`config.mk`:
```
export PLATFORM = sky130hd
export DESIGN_NAME = cot_limit_ctrl
export DESIGN_NICKNAME = d
export VERILOG_FILES = /design/src/rtl/cot_pkg.sv /design/src/rtl/cot_timer.sv /design/src/rtl/cot_fold.sv /design/src/rtl/cot_seq.sv /design/src/rtl/cot_limit_ctrl.sv
export SDC_FILE = /design/constraint.sdc
export NUM_CORES = 1
export LEC_CHECK = 0
export BUFFER_PORTS_ARGS = -buffer_cell sky130_fd_sc_hd__buf_2
export CAP_MARGIN = 10
export CORE_MARGIN = 3
export CORE_UTILIZATION = 45
export CTS_BUF_LIST = sky130_fd_sc_hd__clkbuf_8
export DETAILED_ROUTE_END_ITERATION = 6
export HOLD_SLACK_MARGIN = 0.03
export PLACE_DENSITY = 0.71
export SYNTH_ARGS = -nofsm -noshare
export SYNTH_HDL_FRONTEND = slang
export SYNTH_HIERARCHICAL = 1
export SYNTH_SLANG_ARGS = --single-unit
```
`constraint.sdc`:
```
create_clock -name clk -period 5.1 [get_ports clk]
set_input_delay 1.53 -clock clk [delete_from_list [all_inputs] [get_ports clk]]
set_output_delay 1.53 -clock clk [all_outputs]
set_load 0.005 [all_outputs]
```
`src/rtl/cot_pkg.sv`:
```
package cot_pkg;

  typedef enum logic [2:0] {
    ST_IDLE  = 3'd0,
    ST_BLANK = 3'd1,
    ST_RUN   = 3'd2,
    ST_OFF   = 3'd3,
    ST_LATCH = 3'd4
  } cot_state_e;

  function automatic int imax(input int a, input int b);
    return (a > b) ? a : b;
  endfunction

endpackage

```
`src/rtl/cot_timer.sv`:
```
module cot_timer #(
  parameter int CNT_W = 9
) (
  input  logic             clk,
  input  logic             rst_n,
  input  logic             load,
  input  logic [CNT_W-1:0] load_val,
  input  logic             dec,
  output logic             zero
);

  logic [CNT_W-1:0] cnt_q;
  logic [CNT_W-1:0] cnt_d;
  logic             cnt_en;

  always_comb begin
    cnt_d = cnt_q;
    if (load) begin
      cnt_d = load_val;
    end else if (dec && (cnt_q != '0)) begin
      cnt_d = cnt_q - 1'b1;
    end
  end

  assign cnt_en = load | dec;

  always_ff @(posedge clk or negedge rst_n) begin
    if (!rst_n) begin
      cnt_q <= '0;
    end else if (cnt_en) begin
      cnt_q <= cnt_d;
    end
  end

  assign zero = (cnt_q == '0);

  // a loaded interval starts from the loaded value
  assert_load_value_R3: assert property (@(posedge clk) disable iff (!rst_n)
    load |=> (cnt_q == $past(load_val)));

endmodule

```
`src/rtl/cot_fold.sv`:
```
module cot_fold #(
  parameter int TJ_W      = 8,
  parameter int CODE_W    = 7,
  parameter int NOM_CODE  = 65,
  parameter int FOLD_CODE = 40,
  parameter int T_KNEE    = 160,
  parameter int T_SHUT    = 175
) (
  input  logic              clk,
  input  logic              rst_n,
  input  logic [TJ_W-1:0]   tj_code,
  output logic [CODE_W-1:0] ilim_code,
  output logic              overtemp
);

  localparam int PW   = TJ_W + CODE_W;
  localparam int DROP = NOM_CODE - FOLD_CODE;
  localparam int SPAN = T_SHUT - T_KNEE;

  logic [TJ_W-1:0]   dtj;
  logic [PW-1:0]     prod;
  logic [PW-1:0]     quo;
  logic [CODE_W-1:0] code_d;
  logic              ot_d;

  assign dtj  = tj_code - TJ_W'(T_KNEE);
  assign prod = PW'(dtj) * PW'(DROP);
  assign quo  = prod / PW'(SPAN);

  always_comb begin
    ot_d   = 1'b0;
    code_d = CODE_W'(NOM_CODE);
    if (tj_code > TJ_W'(T_SHUT)) begin
      ot_d   = 1'b1;
      code_d = CODE_W'(FOLD_CODE);
    end else if (tj_code > TJ_W'(T_KNEE)) begin
      code_d = CODE_W'(NOM_CODE) - CODE_W'(quo);
    end
  end

  always_ff @(posedge clk or negedge rst_n) begin
    if (!rst_n) begin
      ilim_code <= CODE_W'(NOM_CODE);
      overtemp  <= 1'b0;
    end else begin
      ilim_code <= code_d;
      overtemp  <= ot_d;
    end
  end

  assert_code_range_R8: assert property (@(posedge clk) disable iff (!rst_n)
    (ilim_code <= CODE_W'(NOM_CODE)) && (ilim_code >= CODE_W'(FOLD_CODE)));

  assert_hot_sets_flag_R9: assert property (@(posedge clk) disable iff (!rst_n)
    (tj_code > TJ_W'(T_SHUT)) |=> overtemp);

  assert_flag_floor_code_R9: assert property (@(posedge clk) disable iff (!rst_n)
    overtemp |-> (ilim_code == CODE_W'(FOLD_CODE)));

endmodule

```
`src/rtl/cot_seq.sv`:
```
module cot_seq
  import cot_pkg::*;
#(
  parameter int CNT_W     = 9,
  parameter int BLANK_CYC = 165,
  parameter int OFF_CYC   = 334,
  parameter int MIN_PER   = 500
) (
  input  logic             clk,
  input  logic             rst_n,
  input  logic             drive_req,
  input  logic             ilim_flag,
  input  logic             short_flag,
  input  logic             short_clr,
  input  logic             overtemp,
  input  logic             tmr_zero,
  output logic             tmr_load,
  output logic [CNT_W-1:0] tmr_val,
  output logic             tmr_dec,
  output logic             gate_en,
  output logic             tristate_req,
  output logic             short_det
);

  localparam logic [CNT_W-1:0] BLANK_LD = CNT_W'(BLANK_CYC - 1);
  localparam logic [CNT_W-1:0] OFF_LD   = CNT_W'(OFF_CYC - 1);
  localparam int               PER_W    = $clog2(MIN_PER + 1) + 1;

  cot_state_e st_q;
  cot_state_e st_d;
  logic       drive_eff;
  logic       load_blank;
  logic       load_off;

  assign drive_eff = drive_req & ~overtemp;

  always_comb begin
    st_d       = st_q;
    load_blank = 1'b0;
    load_off   = 1'b0;
    unique case (st_q)
      ST_IDLE: begin
        if (drive_eff) begin
          st_d       = ST_BLANK;
          load_blank = 1'b1;
        end
      end
      ST_BLANK: begin
        if (short_flag) begin
          st_d = ST_LATCH;
        end else if (!drive_eff) begin
          st_d = ST_IDLE;
        end else if (tmr_zero) begin
          st_d = ST_RUN;
        end
      end
      ST_RUN: begin
        if (!drive_eff) begin
          st_d = ST_IDLE;
        end else if (ilim_flag) begin
          st_d     = ST_OFF;
          load_off = 1'b1;
        end
      end
      ST_OFF: begin
        if (tmr_zero) begin
          if (drive_eff) begin
            st_d       = ST_BLANK;
            load_blank = 1'b1;
          end else begin
            st_d = ST_IDLE;
          end
        end
      end
      ST_LATCH: begin
        if (short_clr) begin
          st_d = ST_IDLE;
        end
      end
      default: st_d = ST_IDLE;
    endcase
  end

  always_ff @(posedge clk or negedge rst_n) begin
    if (!rst_n) begin
      st_q <= ST_IDLE;
    end else begin
      st_q <= st_d;
    end
  end

  assign tmr_load = load_blank | load_off;
  assign tmr_val  = load_off ? OFF_LD : BLANK_LD;
  assign tmr_dec  = ((st_q == ST_BLANK) || (st_q == ST_OFF)) && !tmr_zero;

  assign gate_en      = ((st_q == ST_BLANK) || (st_q == ST_RUN)) && !overtemp;
  assign tristate_req = (st_q == ST_OFF) || (st_q == ST_LATCH) || overtemp;
  assign short_det    = (st_q == ST_LATCH);

  // checker state: length of the current off interval and spacing of off entries
  logic [CNT_W-1:0] chk_off_q;
  logic [PER_W-1:0] chk_per_q;
  logic             chk_seen_q;
  logic             off_entry;

  assign off_entry = (st_q != ST_OFF) && (st_d == ST_OFF);

  always_ff @(posedge clk or negedge rst_n) begin
    if (!rst_n) begin
      chk_off_q  <= '0;
      chk_per_q  <= '0;
      chk_seen_q <= 1'b0;
    end else begin
      chk_off_q <= (st_q == ST_OFF) ? chk_off_q + 1'b1 : '0;
      if (off_entry) begin
        chk_per_q  <= '0;
        chk_seen_q <= 1'b1;
      end else if (chk_per_q != '1) begin
        chk_per_q <= chk_per_q + 1'b1;
      end
    end
  end

  assert_off_length_R3: assert property (@(posedge clk) disable iff (!rst_n)
    ((st_q == ST_OFF) && (st_d != ST_OFF)) |-> (chk_off_q == OFF_LD));

  assert_period_floor_R4: assert property (@(posedge clk) disable iff (!rst_n)
    (off_entry && chk_seen_q) |-> ((int'(chk_per_q) + 1) >= MIN_PER));

  assert_blank_no_off_R2: assert property (@(posedge clk) disable iff (!rst_n)
    ((st_q == ST_BLANK) && !short_flag) |=> (st_q != ST_OFF));

  assert_short_origin_R5: assert property (@(posedge clk) disable iff (!rst_n)
    $rose(short_det) |-> $past((st_q == ST_BLANK) && short_flag));

  assert_short_hold_R5: assert property (@(posedge clk) disable iff (!rst_n)
    (short_det && !short_clr) |=> short_det);

  assert_run_short_ignored_R6: assert property (@(posedge clk) disable iff (!rst_n)
    ((st_q == ST_RUN) && drive_eff && !ilim_flag) |=> (gate_en || overtemp));

endmodule

```
`src/rtl/cot_limit_ctrl.sv`:
```
module cot_limit_ctrl
  import cot_pkg::*;
#(
  parameter int CLK_KHZ    = 10000,
  parameter int OFF_NS     = 20000,
  parameter int BLANK_NS   = 16500,
  parameter int MAX_SW_KHZ = 20,
  parameter int TJ_W       = 8,
  parameter int CODE_W     = 7,
  parameter int NOM_CODE   = 65,
  parameter int FOLD_CODE  = 40,
  parameter int T_KNEE     = 160,
  parameter int T_SHUT     = 175
) (
  input  logic              clk,
  input  logic              rst_n,
  input  logic              drive_req,
  input  logic              ilim_flag,
  input  logic              short_flag,
  input  logic              short_clr,
  input  logic [TJ_W-1:0]   tj_code,
  output logic              gate_en,
  output logic              tristate_req,
  output logic              short_det,
  output logic [CODE_W-1:0] ilim_code,
  output logic              overtemp
);

  localparam int BLANK_CYC = CLK_KHZ * BLANK_NS / 1000000;
  localparam int OFF_NOM   = CLK_KHZ * OFF_NS / 1000000;
  localparam int MIN_PER   = CLK_KHZ / MAX_SW_KHZ;
  localparam int OFF_CYC   = imax(OFF_NOM, MIN_PER - BLANK_CYC - 1);
  localparam int CNT_W     = $clog2(imax(OFF_CYC, BLANK_CYC) + 1);

  logic             tmr_load;
  logic [CNT_W-1:0] tmr_val;
  logic             tmr_dec;
  logic             tmr_zero;

  cot_fold #(
    .TJ_W      (TJ_W),
    .CODE_W    (CODE_W),
    .NOM_CODE  (NOM_CODE),
    .FOLD_CODE (FOLD_CODE),
    .T_KNEE    (T_KNEE),
    .T_SHUT    (T_SHUT)
  ) u_fold (
    .clk       (clk),
    .rst_n     (rst_n),
    .tj_code   (tj_code),
    .ilim_code (ilim_code),
    .overtemp  (overtemp)
  );

  cot_timer #(
    .CNT_W (CNT_W)
  ) u_timer (
    .clk      (clk),
    .rst_n    (rst_n),
    .load     (tmr_load),
    .load_val (tmr_val),
    .dec      (tmr_dec),
    .zero     (tmr_zero)
  );

  cot_seq #(
    .CNT_W     (CNT_W),
    .BLANK_CYC (BLANK_CYC),
    .OFF_CYC   (OFF_CYC),
    .MIN_PER   (MIN_PER)
  ) u_seq (
    .clk          (clk),
    .rst_n        (rst_n),
    .drive_req    (drive_req),
    .ilim_flag    (ilim_flag),
    .short_flag   (short_flag),
    .short_clr    (short_clr),
    .overtemp     (overtemp),
    .tmr_zero     (tmr_zero),
    .tmr_load     (tmr_load),
    .tmr_val      (tmr_val),
    .tmr_dec      (tmr_dec),
    .gate_en      (gate_en),
    .tristate_req (tristate_req),
    .short_det    (short_det)
  );

endmodule

```
---- Word level (Yosys, flattened, before mapping) ----
Cells that the tools add are included.
Widths: inputs -> output; s select.
cells by class
  add/sub/neg operators ................... 3
  multipliers ............................. 1
  divide/modulo/power cells ............... 1
  order comparisons ....................... 2
  equality and inequality tests ........... 9
  muxes and demuxes ....................... 22
  bitwise gates (word level) .............. 4
  reductions and logical operators ........ 15
operators by type and width
  kind                   number
  $mux 9                 3
  $mux 3                 8
  $gt 8x8->1 const B     2
  $div 13x4->15 const B  1
  $pmux 3 s5             1
  $mux 7                 2
  $mul 8x5->13 const B   1
  $logic_not 9->1        1
  $reduce_bool 9->1      1
  $sub 9x1->9 const B    1
  $sub 8x8->8 const B    1
  $mux 1                 7
  $sub 7x7->7 const A    1
  $eq 3x2->1 const B     2
  $reduce_and 5->1       1
  $logic_or 1x1->1       4
  $ne 2x1->1 const B     2
  $ne 4x3->1 const B     1
  $eq 3x1->1 const B     1
  $eq 3x3->1 const B     1
  $logic_and 1x1->1      3
  $logic_not 3->1        1
  $ne 3x3->1 const B     1
  $logic_not 1->1        2
  7 further kinds        8
word-level totals
  register bits after elaboration ......... 20
  input bits .............................. 14
  output and inout port bits .............. 11
  word-level logic and storage cells ...... 61

---- Longest topological paths before layout ----
Gate-level depths: netlist of the first run.
  depth after elaboration ................. 8
  gate-level depth with buffers ........... 32
  depth with buffers taken out ............ 28

---- By module ----
The synthesis of the first run kept the hierarchy.
modules (own cells, without submodules)
  module     times used  cells an instance  area each (um2)  seq. area each (um2)
  cot_fold   1           363                2824.0           202.7
  cot_timer  1           56                 550.5            225.2
  cot_seq    1           41                 344.1            75.1

---- Least setup slack after synthesis of the first run ----
OpenSTA, ideal clock, no wires.
  path type ............................... input to register
  start point ............................. input port tj_code[2]
  end point ............................... register u_fold.ilim_code[5]
  library setup time ...................... 0.131 ns
  arrival ................................. 7.819 ns
  required time ........................... 4.969 ns
  slack ................................... -2.851 ns
  stages .................................. 29
  buffers on the path ..................... 3
  path through ............................ clkbuf_1 > inv_1 > ha_1 > ha_1 > inv_1 > fa_1 > inv_1 > ha_1 > buf_4 > and2b_4 > o211ai_2 > a2111oi_1 > a41o_1 > o21ai_1 > o221a_2 > nand2_1 > a2111o_1 > a221oi_2 > nor3_2 > or4_1 > buf_2 > and2_4 > or4_4 > a31oi_4 > a311oi_4 > ha_1 > and3_1 > xnor2_1 > o21ai_0
on the way
  cells in the longest elaborated chain, start to end .. 6
  elaborated cells between the ends (all ways) .. 8
  those cells by class .................... 2 x add/sub; 1 x mul; 1 x div; 2 x order compare; 2 x mux
ends and longest elaborated chain
  item                  line                  source
  from (decl)           cot_limit_ctrl.sv:21  input logic [TJ_W-1:0] tj_code,
  $sub 8x8->8           cot_fold.sv:26        assign dtj = tj_code - TJ_W'(T_KNEE);
  $mul 8x5->13          cot_fold.sv:27        assign prod = PW'(dtj) * PW'(DROP);
  $div 13x4->15         cot_fold.sv:28        assign quo = prod / PW'(SPAN);
  $sub 7x7->7           cot_fold.sv:37        code_d = CODE_W'(NOM_CODE) - CODE_W'(quo);
  $mux 7                cot_fold.sv:36        end else if (tj_code > TJ_W'(T_KNEE)) begin
  $mux 7 *              cot_fold.sv:33        if (tj_code > TJ_W'(T_SHUT)) begin
  net u_fold.code_d[5]  cot_fold.sv:23        logic [CODE_W-1:0] code_d;
  to (signal assigned)  cot_fold.sv:43        ilim_code <= CODE_W'(NOM_CODE);
  to (signal assigned)  cot_fold.sv:46        ilim_code <= code_d;
  to (decl)             cot_fold.sv:12        output logic [CODE_W-1:0] ilim_code,
The timed path passes the listed nets; every way through them passes the cells marked *.
A chain may end at the register's enable or synchronous reset.

---- Worst setup path after layout of the first run ----
Same ends and word-level chain as after synthesis.

==> results.yml, run 1 <==
status:
  outcome: "finished, violations left"
  violations: "negative setup slack"
clock_tree:
  insertion_delay_ps: 260
  numCtsBuffers: 3
  root_buffer: "clkbuf_8"
  holdBufCountCts: 0
  htree_num_levels: 1
  clk_pin_slew_ps: 80
  cts_tree: "yes"
  clkSinkCount: 20
  clockBufferDepth: 2
synthesis:
  netlist_instances: 460
  netlist_area_mm2: 0.00372
  ys_seq_area_share_pct: 13.5
  yosys_warnings: 6
  async_flop_share_pct: 100
  synth_cell_types: 101
  synth_edf_count: 0
  synth_seq_cells: 20
  avgSynthCellArea_um2: 8.08
  yosys-top-cells-area: "ha_1 (13%), dfrtp_1 (12%), a21oi_1 (3.8%)"
  yosysTopAreaCell: "ha_1"
  synth_top_area_share_pct: 13.1
  synthFlopType: "dfrtp_1"
timing:
  worst_slew_pin_slew_ps: 632
  skew_ps: 1.49
  worst_slack_ps: -2350
  setup_tns_ps: -15750
  period_share_pct: 146
  finalMaxSlewViolations: 0
  period_minus_slack_ps: 7450
  slew_headroom_pct: 57.7
  rsz0062_at_grt: "true"
  final_hold_viol_count: 0
  maxClockFrequency_mhz: 134
  setup_violations: 7
floorplanning:
  die_x_um: 96.9
  coreArea_mm2: 0.00789
  die_h_um: 96.9
  rows: 32
  start_util_pct: 47.1
  die_area_mm2: 0.00939
  ioPinCount: 25
cells_and_area:
  drive_gt1_share_pct: 56.2
  n_fill_cell: 462
  n_antenna_cell: 0
  finalNonFillerCells: 718
  seq_area_um2: 503
  fin_nets: 673
  multi_input_area_mm2: 0.00400
  syn2layout_area_growth_pct: 67.9
route:
  wl_per_cell_um: 20.7
  wl_um: 14900
  viasPerCell: 6.41
  num_vias: 4600
  first_iter_violations: 366
  postRouteAntennaNets: 0
  drc: 0
  drt_first_pass_iters: 5
placement:
  dp.cells: 677
  hpwl_um: 8570
  place_congestion: 0.879
  io_buffer_count: 24
min_path:
  min_path_type: "register to register"
setup_path:
  r2r_cells: 9
  crit_end: "u_fold/ilim_code[5]"
  r2r-end: "u_timer/cnt_q[3]"
  r2r_start: "u_timer/cnt_q[0]"
  worst_ep_required_time_ps: 5240
  crit_path_start_kind: "input pin"
  worstPathArrival_ps: 7580
  critPathCaptureType: "register"
  r2r_setup_slack_ps: 2030
  crit_path_start: "tj_code[2]"
  cp_max_fo: 5
  path_class: "input pin to register"
grt:
  grt_usage_pct: 27.5
  grt_max_degree: 21
  antenna_found_initial: 0
  grt_pass1_vias: 4588
  grt_pass1_wl_um: 22000
  grt_overflow: 0
run:
  maxCapViolCount: 0
-- layout by cell type (no fill, tap or decap), types with 5 or more instances in the layout --
master	netlist	final
inv_1	32	22
xor2_1	6	6
o21ai_1	6	12
buf_4	10	135
o21ai_0	23	10
nand2_1	33	28
a21oi_2	0	9
nor3_1	11	8
nand2b_1	10	7
a21oi_1	28	14
o21ai_2	0	5
nor3b_1	9	8
buf_12	0	6
a21o_1	5	5
nand3_1	15	12
buf_2	7	19
and2_1	7	7
nor2_1	30	25
xnor2_1	11	6
buf_6	1	13
inv_2	0	5
ha_4	0	19
dfrtp_1	18	18
ha_1	39	16
a21oi_4	0	5
-- registers in the layout, summed over array words and instances, names as in the netlist --
name	cells
u_seq/st_q	3
u_fold/ilim_code	7
u_fold/overtemp	1
u_timer/cnt_q	9
-- worst min path at each step --
stage / from / end / cells after the start
after detailed placement: u_timer/cnt_q[5] / u_timer/cnt_q[5] / 2
after global routing: u_timer/cnt_q[6] / u_timer/cnt_q[6] / 2
after floorplan: u_timer/cnt_q[6] / u_timer/cnt_q[6] / 2
after global placement: u_timer/cnt_q[6] / u_timer/cnt_q[6] / 2
after CTS: u_timer/cnt_q[5] / u_timer/cnt_q[5] / 2
final: u_timer/cnt_q[5] / u_timer/cnt_q[5] / 2
-- through the flow --
stage          hold slack, ps  area, um^2  utilization (%)  worst slack, ps
6_report                  613        6240             79.2            -2350
5_1_grt                   654        6240             79.2            -2540
4_1_cts                   614        5890             74.7            -1990
3_5_place_dp              601        5020             63.6            -2790
3_3_place_gp              591        5020             63.6            -2640
2_1_floorplan             563        4080                -            -2470
-- cell families after synthesis --
logic type / Yosys count / share of synthesized area, %
flops: 20 / 13.5
xor+xnor: 18 / 4.44
mux: 8 / 2.25
simple gates: 160 / 24.4
compound gates: 154 / 33.2
other cells: 2 / 0.202
fa+ha+maj: 43 / 15.0
buf+inv: 55 / 7.00
-- routing by layer --
layer	part of all wire, %	up-vias	GRT usage [%]	wire, um
met2	51	264	48.8	7570
met1	38	2192	34.4	5670
met3	6.0	84	2.24	889
li1	-	2060	-	-
met4	5.2	0	10.6	769
met5	0	-	0	0
-- layout make-up --
type,instances,share of cell area (%)
sequential,20,8.06
timing repair buffer,174,22.3
tap,102,2.04
clock buffer,3,0.661
multi-input combinational,386,64.0
clock inverter,1,0.481
inverter,32,2.44
-- synthesized netlist by cell type (4+ instances only) --
library cell  instances
o21ai_1               6
nand3_1              15
buf_2                 7
nand2_1              33
or4_1                 4
clkbuf_1              4
xor2_1                6
buf_4                10
o2111ai_1             6
o21a_1                5
nand4_1               4
xnor2_1              11
o21ai_0              23
a211oi_1              4
and3_1                6
a2111oi_0             4
a21o_1                5
nor3_1               11
a21oi_1              28
nor2_1               30
nor3b_1               9
a31oi_1               6
inv_1                32
o311ai_0              4
mux2i_1               5
o31ai_1               4
dfrtp_1              18
nand2b_1             10
ha_1                 39
and2_1                7
-- worst max-delay path: stages --
cell      delay [ps]
buf_12           110
inv_8             60
ha_4             200
ha_4             260
inv_2             30
fa_1             510
inv_2             50
ha_4             170
buf_4            130
a21oi_2          230
nand3b_1         240
and4_1           290
or4_4            520
o211a_4          290
a21oi_1          180
o21bai_1         160
buf_4            180
o21ai_2          280
a311oi_2         190
buf_4            170
or3_4            410
a221o_1          340
o211a_4          160
a311oi_4         320
ha_4             190
and3_4           180
xnor2_2          100
o21ai_1          100
-- what timing repair did --
action	4_1_cts	5_1_grt
endpoints found under the setup margin	7	7
gates resized for setup	127	46
buffers inserted	25	12
hold endpoints to repair	0	0
pin swaps	69	23
Power of run 1 is not shown: default switching activity piles up to over one toggle a cycle in this logic, so the estimate is an artifact.
==> run 2: changes to the inputs <==
Clock period 5.1 ns to 6.93 ns, I/O delays scaled along.
==> run 2 against run 1 <==
The flow still finishes with violations (negative setup slack). Critical path depth rose by 1. Via count shrank 2.1%. Sequential cell count stayed put. Worst setup slack gained 1400 ps. Register-to-register slack gained 1800 ps. Wire length decreased by 5.8%. First-iteration DRC count is 19% lower. Hold slack gained 35 ps. Core utilization fell by 1.4 points. Clock skew rose by 1.4 ps. Count of clock-buffer cells in the layout unchanged. Critical path type unchanged. Highest routed layer unchanged.
==> results.yml, run 2 (synthesis gave the netlist of run 1 again) <==
grt:
  grt_overflow: 0
  grt_pass1_wl_um: 21400
  grt_max_degree: 21
  antenna_found_initial: 0
  grt_usage_pct: 26.4
  grt_pass1_vias: 4594
setup_path:
  cp_common_cell: "ha_4"
  worstPathArrival_ps: 8060
  cp_slowest_cell: "or4_4"
  path_class: "input pin to register"
  critPathCaptureType: "register"
  cp_slowest_stage_delay_ps: 480
  worst_ep_required_time_ps: 7070
  cp_max_fo: 6
  r2r_cells: 9
  crit_path_start_kind: "input pin"
cells_and_area:
  fin_nets: 667
  largest_reg_flops: 9
  drive_gt1_share_pct: 55.6
  top_register: "u_timer/cnt_q"
  final_cell_mix: "buf_4 (130), nand2_1 (29), inv_1 (24)"
  n_antenna_cell: 0
  post-route-util_pct: 77.7
  syn2layout_area_growth_pct: 64.9
  stdcell_area_mm2: 0.00613
  largest_registers: "u_timer/cnt_q x9, u_fold/ilim_code x7, u_seq/st_q x3"
  final_common_cell: "buf_4"
floorplanning:
  coreArea_mm2: 0.00789
  ioPinCount: 25
  die_x_um: 96.9
  rows: 32
  die_area_mm2: 0.00939
  start_util_pct: 47.1
  die_h_um: 96.9
timing:
  maxClockFrequency_mhz: 126
  period_minus_slack_ps: 7920
  worst_slew_pin_slew_ps: 771
  final_hold_viol_count: 0
  period_share_pct: 114
  worst_slack_ps: -992
  slew_headroom_pct: 48.4
  rsz0062_at_grt: "true"
  setup_violations: 7
  skew_ps: 2.85
  finalMaxSlewViolations: 0
route:
  drt_first_pass_iters: 5
  first_iter_violations: 296
  wl_per_cell_um: 19.7
  wl_um: 14000
  num_vias: 4504
  viasPerCell: 6.33
  postRouteAntennaNets: 0
  drc: 0
placement:
  placedInstanceArea_mm2: 0.00502
  io_buffer_count: 24
  hpwl_um: 8680
  place_congestion: 0.939
clock_tree:
  clk_pin_slew_ps: 70
  clockBufferDepth: 2
  holdBufCountCts: 0
  insertion_delay_ps: 260
  htree_num_levels: 1
  cts_tree: "yes"
  numCtsBuffers: 3
  root_buffer: "clkbuf_8"
  clkSinkCount: 20
run:
  maxCapViolCount: 0
min_path:
  whs_path_depth: 2
  min_path_type: "register to register"
status:
  outcome: "finished, violations left"
  violations: "negative setup slack"
run 2: cell types whose count changed in the layout (fill, tap and decap cells not counted), sizes merged:
cell,delta
buf,-6
run 2: final cells by class:
class                      instances  area [um^2]
fill                             459         1760
timing repair buffer             168         1310
tap                              102          128
sequential                        20          503
inverter                          32          150
clock inverter                     1         30.0
multi-input combinational        386         3970
clock buffer                       3         41.3
run 2: final timing paths:
| kind | from | to | slack [ps] |
|---|---|---|---|
| hold / removal | u_timer/cnt_q[6] | u_timer/cnt_q[6] | 650 |
| setup / recovery | tj_code[5] | u_fold/ilim_code[5] | -990 |
| min in group asynchronous | rst_n | u_timer/cnt_q[6] | 1750 |
| hold reg to reg | u_timer/cnt_q[6] | u_timer/cnt_q[6] | 650 |
| setup reg to reg | u_timer/cnt_q[0] | u_timer/cnt_q[3] | 3840 |
| max in group asynchronous | rst_n | u_fold/ilim_code[0] | 4840 |
run 2: metrics by stage:
step	hold slack, ps	TNS, ps	worst slack (ps)	cells
after floorplan	563	-6650	-1190	461
after global placement	588	-7970	-1280	680
after detailed placement	623	-9540	-1510	680
after CTS	644	-4620	-725	704
after global routing	666	-7520	-1150	712
final	648	-6470	-992	712
run 2: worst max-delay path: cells and delay by family:
kind	cells	cell delay [ps]
buffers and inverters	4	480
AO/OA/AOI/OAI	10	2280
adder cells (fa/ha/maj)	6	1370
AND/OR/NAND/NOR	6	1440
XOR/XNOR	3	380
run 2: layer usage:
layer | part of all wire, % | track usage [%] | vias up
met5 | 0 | 0 | -
met4 | 3.8 | 8.75 | 0
met3 | 5.4 | 3.60 | 64
met2 | 50 | 47.1 | 201
met1 | 40 | 32.6 | 2191
li1 | - | - | 2048
run 2: what timing repair did:
| action | 4_1_cts | 5_1_grt |
|---|---|---|
| endpoints found under the hold margin | 0 | 0 |
| setup buffers | 21 | 9 |
| resized for setup | 120 | 49 |
| setup endpoints to repair | 7 | 7 |
| pin swaps | 60 | 28 |
Power of run 2 is left out for the same reason.
